### src/rtl/mpwar_pkg.sv
package mpwar_pkg;
  typedef enum logic [0:0] {
    WALK_IDLE = 1'b0,
    WALK_RUN  = 1'b1
  } walk_state_e;
endpackage

### src/rtl/mpwar_locator.sv
module mpwar_locator #(
  parameter int N_DIM     = 2,
  parameter int XW        = 8,
  parameter int MAX_LEVEL = 4,
  parameter int TREE_AW   = 6,
  parameter int REG_AW    = 4,
  localparam int LV_W     = $clog2(MAX_LEVEL + 1)
) (
  input  logic                  clk,
  input  logic                  rst_n,
  input  logic                  go,
  input  logic [N_DIM*XW-1:0]   offs_flat,
  output logic [TREE_AW-1:0]    tree_addr,
  input  logic [TREE_AW:0]      tree_word,
  output logic                  walking,
  output logic                  resolve,
  output logic [LV_W-1:0]       level,
  output logic [REG_AW-1:0]     region
);
  import mpwar_pkg::*;

  walk_state_e          state_q;
  logic [TREE_AW-1:0]   node_q;
  logic [LV_W-1:0]      level_q;
  logic                 step;
  logic                 leaf_now;
  logic [TREE_AW-1:0]   child_addr;

  // Child index: bit (XW-1-lvl) of coordinate j lands at index bit N_DIM-1-j.
  function automatic logic [N_DIM-1:0] child_index(
    input logic [N_DIM*XW-1:0] o,
    input logic [LV_W-1:0]     lvl
  );
    logic [N_DIM-1:0] idx;
    int               pos;
    pos = XW - 1 - int'(lvl);
    if (pos < 0) pos = 0;
    for (int j = 0; j < N_DIM; j++) begin
      idx[N_DIM-1-j] = o[j*XW + pos];
    end
    return idx;
  endfunction

  assign step       = (state_q == WALK_IDLE && go) || (state_q == WALK_RUN);
  assign leaf_now   = tree_word[TREE_AW] || (level_q == LV_W'(MAX_LEVEL));
  assign resolve    = step && leaf_now;
  assign tree_addr  = (state_q == WALK_RUN) ? node_q : '0;
  assign child_addr = tree_word[TREE_AW-1:0] + TREE_AW'(child_index(offs_flat, level_q));
  assign walking    = (state_q == WALK_RUN);
  assign level      = level_q;
  assign region     = tree_word[REG_AW-1:0];

  always_ff @(posedge clk or negedge rst_n) begin
    if (!rst_n) begin
      state_q <= WALK_IDLE;
      node_q  <= '0;
      level_q <= '0;
    end else if (step) begin
      if (leaf_now) begin
        state_q <= WALK_IDLE;
        node_q  <= '0;
        level_q <= '0;
      end else begin
        state_q <= WALK_RUN;
        node_q  <= child_addr;
        level_q <= level_q + LV_W'(1);
      end
    end
  end
endmodule

### src/rtl/mpwar_mac.sv
module mpwar_mac #(
  parameter int N_DIM    = 2,
  parameter int XW       = 8,
  parameter int COEF_W   = 12,
  parameter int CFRAC    = 8,
  parameter int REG_AW   = 4,
  localparam int KW      = $clog2(N_DIM + 1),
  localparam int CA_W    = REG_AW + KW,
  localparam int ACC_W   = COEF_W + XW + KW + 1
) (
  input  logic                     clk,
  input  logic                     rst_n,
  input  logic                     load,
  input  logic [REG_AW-1:0]        load_region,
  input  logic [N_DIM*XW-1:0]      x_flat,
  output logic [CA_W-1:0]          coef_addr,
  input  logic signed [COEF_W-1:0] coef_word,
  output logic                     active,
  output logic                     last,
  output logic                     done,
  output logic signed [XW-1:0]     y_out,
  output logic [REG_AW-1:0]        region_out
);
  localparam logic signed [ACC_W-1:0] Y_MAX = ACC_W'((2 ** (XW - 1)) - 1);
  localparam logic signed [ACC_W-1:0] Y_MIN = -Y_MAX - ACC_W'(1);

  logic                    active_q;
  logic [KW-1:0]           k_q;
  logic [REG_AW-1:0]       region_q;
  logic signed [ACC_W-1:0] acc_q;
  logic signed [ACC_W-1:0] acc_next;

  // Term k: offset scaled to the input's fraction for k=0, else gain times x_(k-1).
  function automatic logic signed [ACC_W-1:0] term_of(
    input logic [KW-1:0]            k,
    input logic signed [COEF_W-1:0] c,
    input logic [N_DIM*XW-1:0]      xf
  );
    logic signed [ACC_W-1:0] ce;
    logic signed [ACC_W-1:0] xe;
    logic signed [XW-1:0]    xv;
    ce = {{(ACC_W-COEF_W){c[COEF_W-1]}}, c};
    if (k == '0) begin
      return ce <<< (XW - 1);
    end
    xv = xf[(int'(k) - 1) * XW +: XW];
    xe = {{(ACC_W-XW){xv[XW-1]}}, xv};
    return ce * xe;
  endfunction

  function automatic logic signed [XW-1:0] saturate(input logic signed [ACC_W-1:0] a);
    logic signed [ACC_W-1:0] s;
    s = a >>> CFRAC;
    if (s > Y_MAX) return Y_MAX[XW-1:0];
    if (s < Y_MIN) return Y_MIN[XW-1:0];
    return s[XW-1:0];
  endfunction

  assign acc_next  = acc_q + term_of(k_q, coef_word, x_flat);
  assign coef_addr = CA_W'(region_q) * CA_W'(N_DIM + 1) + CA_W'(k_q);
  assign active    = active_q;
  assign last      = active_q && (k_q == KW'(N_DIM));

  always_ff @(posedge clk or negedge rst_n) begin
    if (!rst_n) begin
      active_q   <= 1'b0;
      k_q        <= '0;
      region_q   <= '0;
      acc_q      <= '0;
      done       <= 1'b0;
      y_out      <= '0;
      region_out <= '0;
    end else begin
      done <= 1'b0;
      if (load) begin
        active_q <= 1'b1;
        k_q      <= '0;
        acc_q    <= '0;
        region_q <= load_region;
      end else if (active_q) begin
        acc_q <= acc_next;
        if (last) begin
          active_q   <= 1'b0;
          done       <= 1'b1;
          y_out      <= saturate(acc_next);
          region_out <= region_q;
        end else begin
          k_q <= k_q + KW'(1);
        end
      end
    end
  end
endmodule

### src/rtl/mpwar_eval.sv
module mpwar_eval #(
  parameter int N_DIM     = 2,
  parameter int XW        = 8,
  parameter int MAX_LEVEL = 4,
  parameter int TREE_AW   = 6,
  parameter int REG_AW    = 4,
  parameter int COEF_W    = 12,
  parameter int CFRAC     = 8,
  localparam int KW       = $clog2(N_DIM + 1),
  localparam int CA_W     = REG_AW + KW,
  localparam int LV_W     = $clog2(MAX_LEVEL + 1)
) (
  input  logic                     clk,
  input  logic                     rst_n,
  input  logic                     start,
  input  logic [N_DIM*XW-1:0]      x_in,
  output logic                     busy,
  output logic [TREE_AW-1:0]       tree_addr,
  input  logic [TREE_AW:0]         tree_word,
  output logic [CA_W-1:0]          coef_addr,
  input  logic signed [COEF_W-1:0] coef_word,
  output logic                     done,
  output logic signed [XW-1:0]     y_out,
  output logic [REG_AW-1:0]        region_out
);
  logic [N_DIM*XW-1:0] x_q;
  logic [N_DIM*XW-1:0] x_src;
  logic [N_DIM*XW-1:0] offs_now;
  logic                accept;
  logic                loc_walking;
  logic                loc_resolve;
  logic [LV_W-1:0]     loc_level;
  logic [REG_AW-1:0]   loc_region;
  logic                mac_active;
  logic                mac_last;

  assign busy   = loc_walking | mac_active;
  assign accept = start && !busy;
  assign x_src  = busy ? x_q : x_in;

  for (genvar j = 0; j < N_DIM; j++) begin : g_offs
    assign offs_now[j*XW +: XW] = x_src[j*XW +: XW] ^ {1'b1, {(XW-1){1'b0}}};
  end

  always_ff @(posedge clk or negedge rst_n) begin
    if (!rst_n) x_q <= '0;
    else if (accept) x_q <= x_in;
  end

  mpwar_locator #(
    .N_DIM(N_DIM), .XW(XW), .MAX_LEVEL(MAX_LEVEL),
    .TREE_AW(TREE_AW), .REG_AW(REG_AW)
  ) u_loc (
    .clk(clk), .rst_n(rst_n), .go(accept), .offs_flat(offs_now),
    .tree_addr(tree_addr), .tree_word(tree_word), .walking(loc_walking),
    .resolve(loc_resolve), .level(loc_level), .region(loc_region)
  );

  mpwar_mac #(
    .N_DIM(N_DIM), .XW(XW), .COEF_W(COEF_W), .CFRAC(CFRAC), .REG_AW(REG_AW)
  ) u_mac (
    .clk(clk), .rst_n(rst_n), .load(loc_resolve), .load_region(loc_region),
    .x_flat(x_q), .coef_addr(coef_addr), .coef_word(coef_word),
    .active(mac_active), .last(mac_last), .done(done), .y_out(y_out),
    .region_out(region_out)
  );
endmodule

### config.mk
export PLATFORM = sky130hd
export DESIGN_NAME = mpwar_eval
export DESIGN_NICKNAME = d
export VERILOG_FILES = /design/src/rtl/mpwar_pkg.sv /design/src/rtl/mpwar_locator.sv /design/src/rtl/mpwar_mac.sv /design/src/rtl/mpwar_eval.sv
export SDC_FILE = /design/constraint.sdc
export NUM_CORES = 1
export LEC_CHECK = 0
export CORE_ASPECT_RATIO = 1.4
export CORE_MARGIN = 10
export CORE_UTILIZATION = 40
export CTS_CLUSTER_SIZE = 25
export DETAILED_ROUTE_END_ITERATION = 8
export PLACE_DENSITY = 0.66
export SLEW_MARGIN = 10
export SYNTH_ARGS = -nofsm -noshare
export SYNTH_HDL_FRONTEND = slang
export SYNTH_SLANG_ARGS = --single-unit
### constraint.sdc
create_clock -name clk -period 9.4 [get_ports clk]
set_clock_uncertainty 0.2 [all_clocks]
set_input_delay 2.35 -clock clk [delete_from_list [all_inputs] [get_ports clk]]
set_output_delay 2.35 -clock clk [all_outputs]
set_load 0.05 [all_outputs]
Word level (Yosys, flattened, before mapping)
Cells that the tools add are included.
- bitwise gates (word level): 5
- shifts and indexed selects: 1
- $lt $le $gt $ge: 5
- $mul: 2
- reductions and logical operators: 11
- eq/ne operators: 3
- $add $sub $neg: 8
- multiplexer cells: 39
- operators by type and width (operator ; count):
    23-bit 2-to-1 mux ; 4
    32-bit by 6-bit less-than comparator with 1-bit output (second input constant) ; 2
    5-bit by 32-bit adder with 32-bit output (first input constant) ; 1
    32-bit by 1-bit less-than comparator with 1-bit output (second input constant) ; 1
    32-bit 2-to-1 mux ; 1
    8-bit 2-to-1 mux ; 4
    23-bit adder ; 1
    1-bit 2-to-1 mux ; 21
    12-bit by 8-bit multiplier with 20-bit output ; 1
    16-bit 2-to-1 mux ; 1
    16-bit by 6-bit indexed part select with 8-bit output ; 1
    15-bit by 8-bit > comparator with 1-bit output (second input constant) ; 1
    15-bit by 8-bit less-than comparator with 1-bit output (second input constant) ; 1
    6-bit by 2-bit adder with 6-bit output ; 2
    6-bit 2-to-1 mux ; 2
    1-bit binary-select mux with 4-bit select ; 2
    4-bit by 2-bit multiplier with 6-bit output (second input constant) ; 1
    2-bit 2-to-1 mux ; 3
    1-bit logical AND ; 4
    1-bit inverter ; 4
    3-bit by 3-bit subtractor with 4-bit output (first input constant) ; 1
    3-bit by 1-bit adder with 3-bit output (second input constant) ; 1
    3-bit equality test (second input constant) ; 1
    3-bit 2-to-1 mux ; 1
    11 further kinds ; 12
- input port bits: 38
- register bits after elaboration: 69

Longest topological paths before layout
- depth in word-level cells: 16
- mapped depth: 37
- mapped depth without buffers: 33

Hierarchy
A second synthesis with hierarchy kept.
- cell total of the unflattened synthesis: 926
- area total of the unflattened synthesis: 8672.1 um^2
- by module, submodules not included (module ; times used ; area an instance (um^2) ; cells an instance):
    mpwar_mac ; 1 ; 7070.5 ; 807
    mpwar_eval ; 1 ; 852.1 ; 53
    mpwar_locator ; 1 ; 749.5 ; 66

Worst setup path after synthesis
No wires, ideal clock.
- path type: input to register
- from: input coef_word[0]
- to: register u_mac.y_out[0]
- stages on the path: 27
- buffers on the path: 1
- slack: 0.185 ns
- arrival time: 8.949 ns
- path through: or3_1 -> fa_1 -> fa_1 -> inv_1 -> fa_1 -> inv_1 -> fa_1 -> inv_1 -> ha_1 -> a21oi_1 -> o21bai_1 -> a21oi_1 -> o21ai_0 -> a2111oi_0 -> nor2_1 -> xnor2_1 -> o21ai_0 -> ha_1 -> and4_1 -> buf_2 -> a21o_1 -> a221o_1 -> a221o_1 -> nor4b_4 -> a41oi_4 -> nor2b_1 -> o22a_1
- cells in the longest elaborated chain, start to end: 11
- ends and longest elaborated chain (what ; line ; text):
    start, declared ; mpwar_eval.sv:21 ; input logic signed [COEF_W-1:0] coef_word,
    12-bit by 8-bit multiplier with 20-bit output or 23-bit 2-to-1 mux (tied branches) ; mpwar_mac.sv:48, mpwar_mac.sv:43 ;
    23-bit 2-to-1 mux * ; mpwar_mac.sv:46 ; xv = xf[(int'(k) - 1) * XW +: XW];
    23-bit adder * ; mpwar_mac.sv:59 ; assign acc_next = acc_q + term_of(k_q, coef_word, x_flat);
    15-bit by 8-bit less-than comparator with 1-bit output ; mpwar_mac.sv:55 ; if (s < Y_MIN) return Y_MIN[XW-1:0];
    1-bit 2-to-1 mux (2 in series) ; mpwar_mac.sv:55 ;
    1-bit 2-to-1 mux ; mpwar_mac.sv:82 ; if (last) begin
    1-bit 2-to-1 mux ; mpwar_mac.sv:80 ; end else if (active_q) begin
    1-bit 2-to-1 mux ; mpwar_mac.sv:75 ; if (load) begin
    8-bit 2-to-1 mux ; mpwar_mac.sv:56 ; return s[XW-1:0];
    8-bit 2-to-1 mux * ; mpwar_mac.sv:55 ;
    end signal, assigned ; mpwar_mac.sv:85 ; y_out <= saturate(acc_next);
    end, declared ; mpwar_mac.sv:21 ; output logic signed [XW-1:0] y_out,
Every way passes the cells marked *; elsewhere a longest branch is shown, timed or not. The select of a mux whose other input is x is not followed.
A chain may end at the register's enable or synchronous reset.

Worst setup path after layout
- from: input coef_word[3]
- to: register u_mac.y_out[2]
Same word-level chain as after synthesis.

==> run_results.csv <==
group,metric,value,unit
min_path,hold_class,"reg2reg",
sta,setup_viol,0,
place,detailed_place_hpwl,16800,um
setup_path,cp_data_arrival_time,9170,ps
global_routing,antenna_found_initial,0,
clocking,clkTransAtPathRegs,60,ps
final_layout,final_nets,1282,
yosys,synth_seq_cells,69,
final_layout,multi_input_area,6310,sq um
setup_path,critPathKind,"in2reg",
clocking,cts_buffer_depth,2,
final_layout,antennaDiodeCount,0,
global_routing,grt_usage,0.152,
detailed_routing,viasPerCell,5.12,
final_layout,final_cell_mix,"inv_1 (142), buf_4 (106), fa_1 (82), ha_1 (73), nand2_1 (72)",
yosys,yosys_warnings,0,
setup_path,endpoint_kind,"register",
yosys,async_reset_ff_frac,1.00,
place,portBuffers,63,
global_routing,grt_max_degree,70,
final_layout,n_fill_cell,1990,
sta,worst_pin_slew,887,ps
status,status,"finished clean",
setup_path,ff2ff_setup_slack,850,ps
detailed_routing,initialDrtViolationCount,234,
yosys,yosysUniqueCellTypes,68,
sta,finalCritPeriodShare,0.968,
setup_path,cp_data_required_time,9470,ps
final_layout,area_delta_synth_final,24.1,%
clocking,cts_tree,"yes",
floorplan,die_x,144,um
global_routing,grt_pass1_wl,35300,um
yosys,syn_area,8610,sq um
clocking,htree_levels,3,
setup_path,critical_path.max_stage_delay,540,ps
yosys,synth_cells,935,
floorplan,core,21200,sq um
detailed_routing,drc,0,
setup_path,crit_top_cell,"fa_1",
final_layout,final_util,0.504,
setup_path,crit_slowest_cell,"fa_1",
detailed_routing,firstDrtPassIters,4,
global_routing,grt_pass1_vias,7449,
yosys,avgSynthCellArea,9.21,sq um
sta,clock.fmax,110,MHz
detailed_routing,vias,6917,
sta,drv_slew,0,
clocking,worst_skew_pair.late_latency,330,ps
yosys,synth_top_area_share,0.201,
yosys,yosys.area.top_type,"dfrtp_1",
yosys,synth_area_leaders,"dfrtp_1 (20%), fa_1 (19%), ha_1 (11%)",
setup_path,crit_buf_inv,6,
global_routing,overflow,0,
clocking,cts_hold_buf,0,
yosys,syn_nets,1131,
detailed_routing,postRouteAntennaNets,0,
flow_run,drv_cap,0,
floorplan,fp.dieArea,27900,sq um
floorplan,rows,63,
clocking,cts-root-buf,"clkbuf_16",
sta,fin_crit,9100,ps
setup_path,critPathTopFamily,"adder cells",
final_layout,drive_above_1_share,0.177,
sta,finalHoldViolCount,0,
setup_path,worst_setup_path_start_kind,"input pin",
setup_path,crit_fanout,7,
yosys,synth_seq_area_share,0.201,
detailed_routing,post_drt_wl_per_cell,15.3,um
yosys,ys.flop_type,"dfrtp_1",
clocking,cts_made_buffers,9,
floorplan,die_y,194,um
detailed_routing,drt_wl_total,20600,um
place,gp_congestion,0.851,
yosys,synth-edff-count,0,
floorplan,io-pin-count,64,
floorplan,start_util,0.406,
final_layout,final_common_cell,"inv_1",
clocking,cts.sinks,69,
final_layout,ff_latch_area,1730,sq um
sta,slew_headroom,0.408,
[cell families (layout without fill, tap and decap cells)]
logic type | Yosys count | in the layout | synth area share
buffers and inverters | 175 | 330 | 0.0775
DFF | 69 | 69 | 0.201
adders and majority gates | 158 | 158 | 0.302
AOI/OAI and AO/OA | 162 | 162 | 0.133
xor gates and xnor gates | 41 | 41 | 0.0433
muxes | 58 | 58 | 0.0853
and+or+nand+nor | 272 | 272 | 0.158
[state kept, by name (all words and copies together) (netlist names)]
signal and cells:
u_loc.level 3, u_loc.node_q 6, u_loc.walking 1, u_mac.acc_q 23, u_mac.active 1, u_mac.done 1, u_mac.k_q 2, u_mac.region_out 4
u_mac.region_q 4, u_mac.y_out 8, x_q 16
[metal layers]
metal	up-vias	global-route usage	share of wire
met5	-	0	0
met4	0	0.0423	0.016
met3	24	0.0181	0.031
met2	113	0.276	0.53
met1	3375	0.180	0.42
li1	3405	-	-
[metrics by stage]
step                std cells  TNS (ps)  setup slack [ps]  instance area, sq um  hold WS, ps
finish                   1350         0               300                 10700          269
global route             1350      -200             -45.0                 10700          292
CTS                      1345         0              8.43                 10500          277
detailed placement       1330     -3750              -472                 10200          263
global placement         1330     -2870              -366                 10200          252
floorplan                 935         0               185                  8610          241
[Yosys cell counts (all sizes together), types with 5 or more instances]
library cell  instances
nor2b                11
o21ai                43
mux2i                25
xnor2                27
inv                 145
xor2                 13
dfrtp                69
ha                   75
a211oi               15
and3                  5
nor3                 10
and2                 68
buf                   5
nand2                72
mux4                 10
clkbuf               25
a21oi                33
a21o                 17
nor2                 72
o21bai                6
fa                   83
o22a                  7
o31ai                 8
mux2                 23
nand3                 8
nand2b                5
[final timing paths]
path / start / endpoint / cells after the start
worst max-delay path: coef_word[3] / u_mac.y_out[2] / 29
worst min-delay path: u_loc.node_q[4] / u_loc.node_q[4] / 2
worst max register to register: u_mac.k_q[1] / u_mac.y_out[2] / 33
worst min register to register: u_loc.node_q[4] / u_loc.node_q[4] / 2
max in group asynchronous: rst_n / u_mac.done / 2
min in group asynchronous: rst_n / x_q[10] / 2
[layout make-up]
type | instances | area share
repair buffers | 170 | 0.137
clock buffers | 10 | 0.0214
flip-flops and latches | 69 | 0.162
clock inverters | 5 | 0.00797
well taps | 260 | 0.0305
multi-input cells | 691 | 0.591
inverters | 145 | 0.0510
[worst min-delay path, cell delays in order (launching register included)]
cell and delay [ps]:
dfrtp_1 330, nand2_1 40, o21ai_0 60
[what timing repair did]
action | in CTS | in global routing
setup endpoints to repair | 7 | 9
pin swaps | 3 | 23
buffers inserted | 0 | 5
resized for setup | 5 | 30
Power is not shown: default switching activity piles up to over one toggle a cycle in this logic, so the estimate is an artifact.
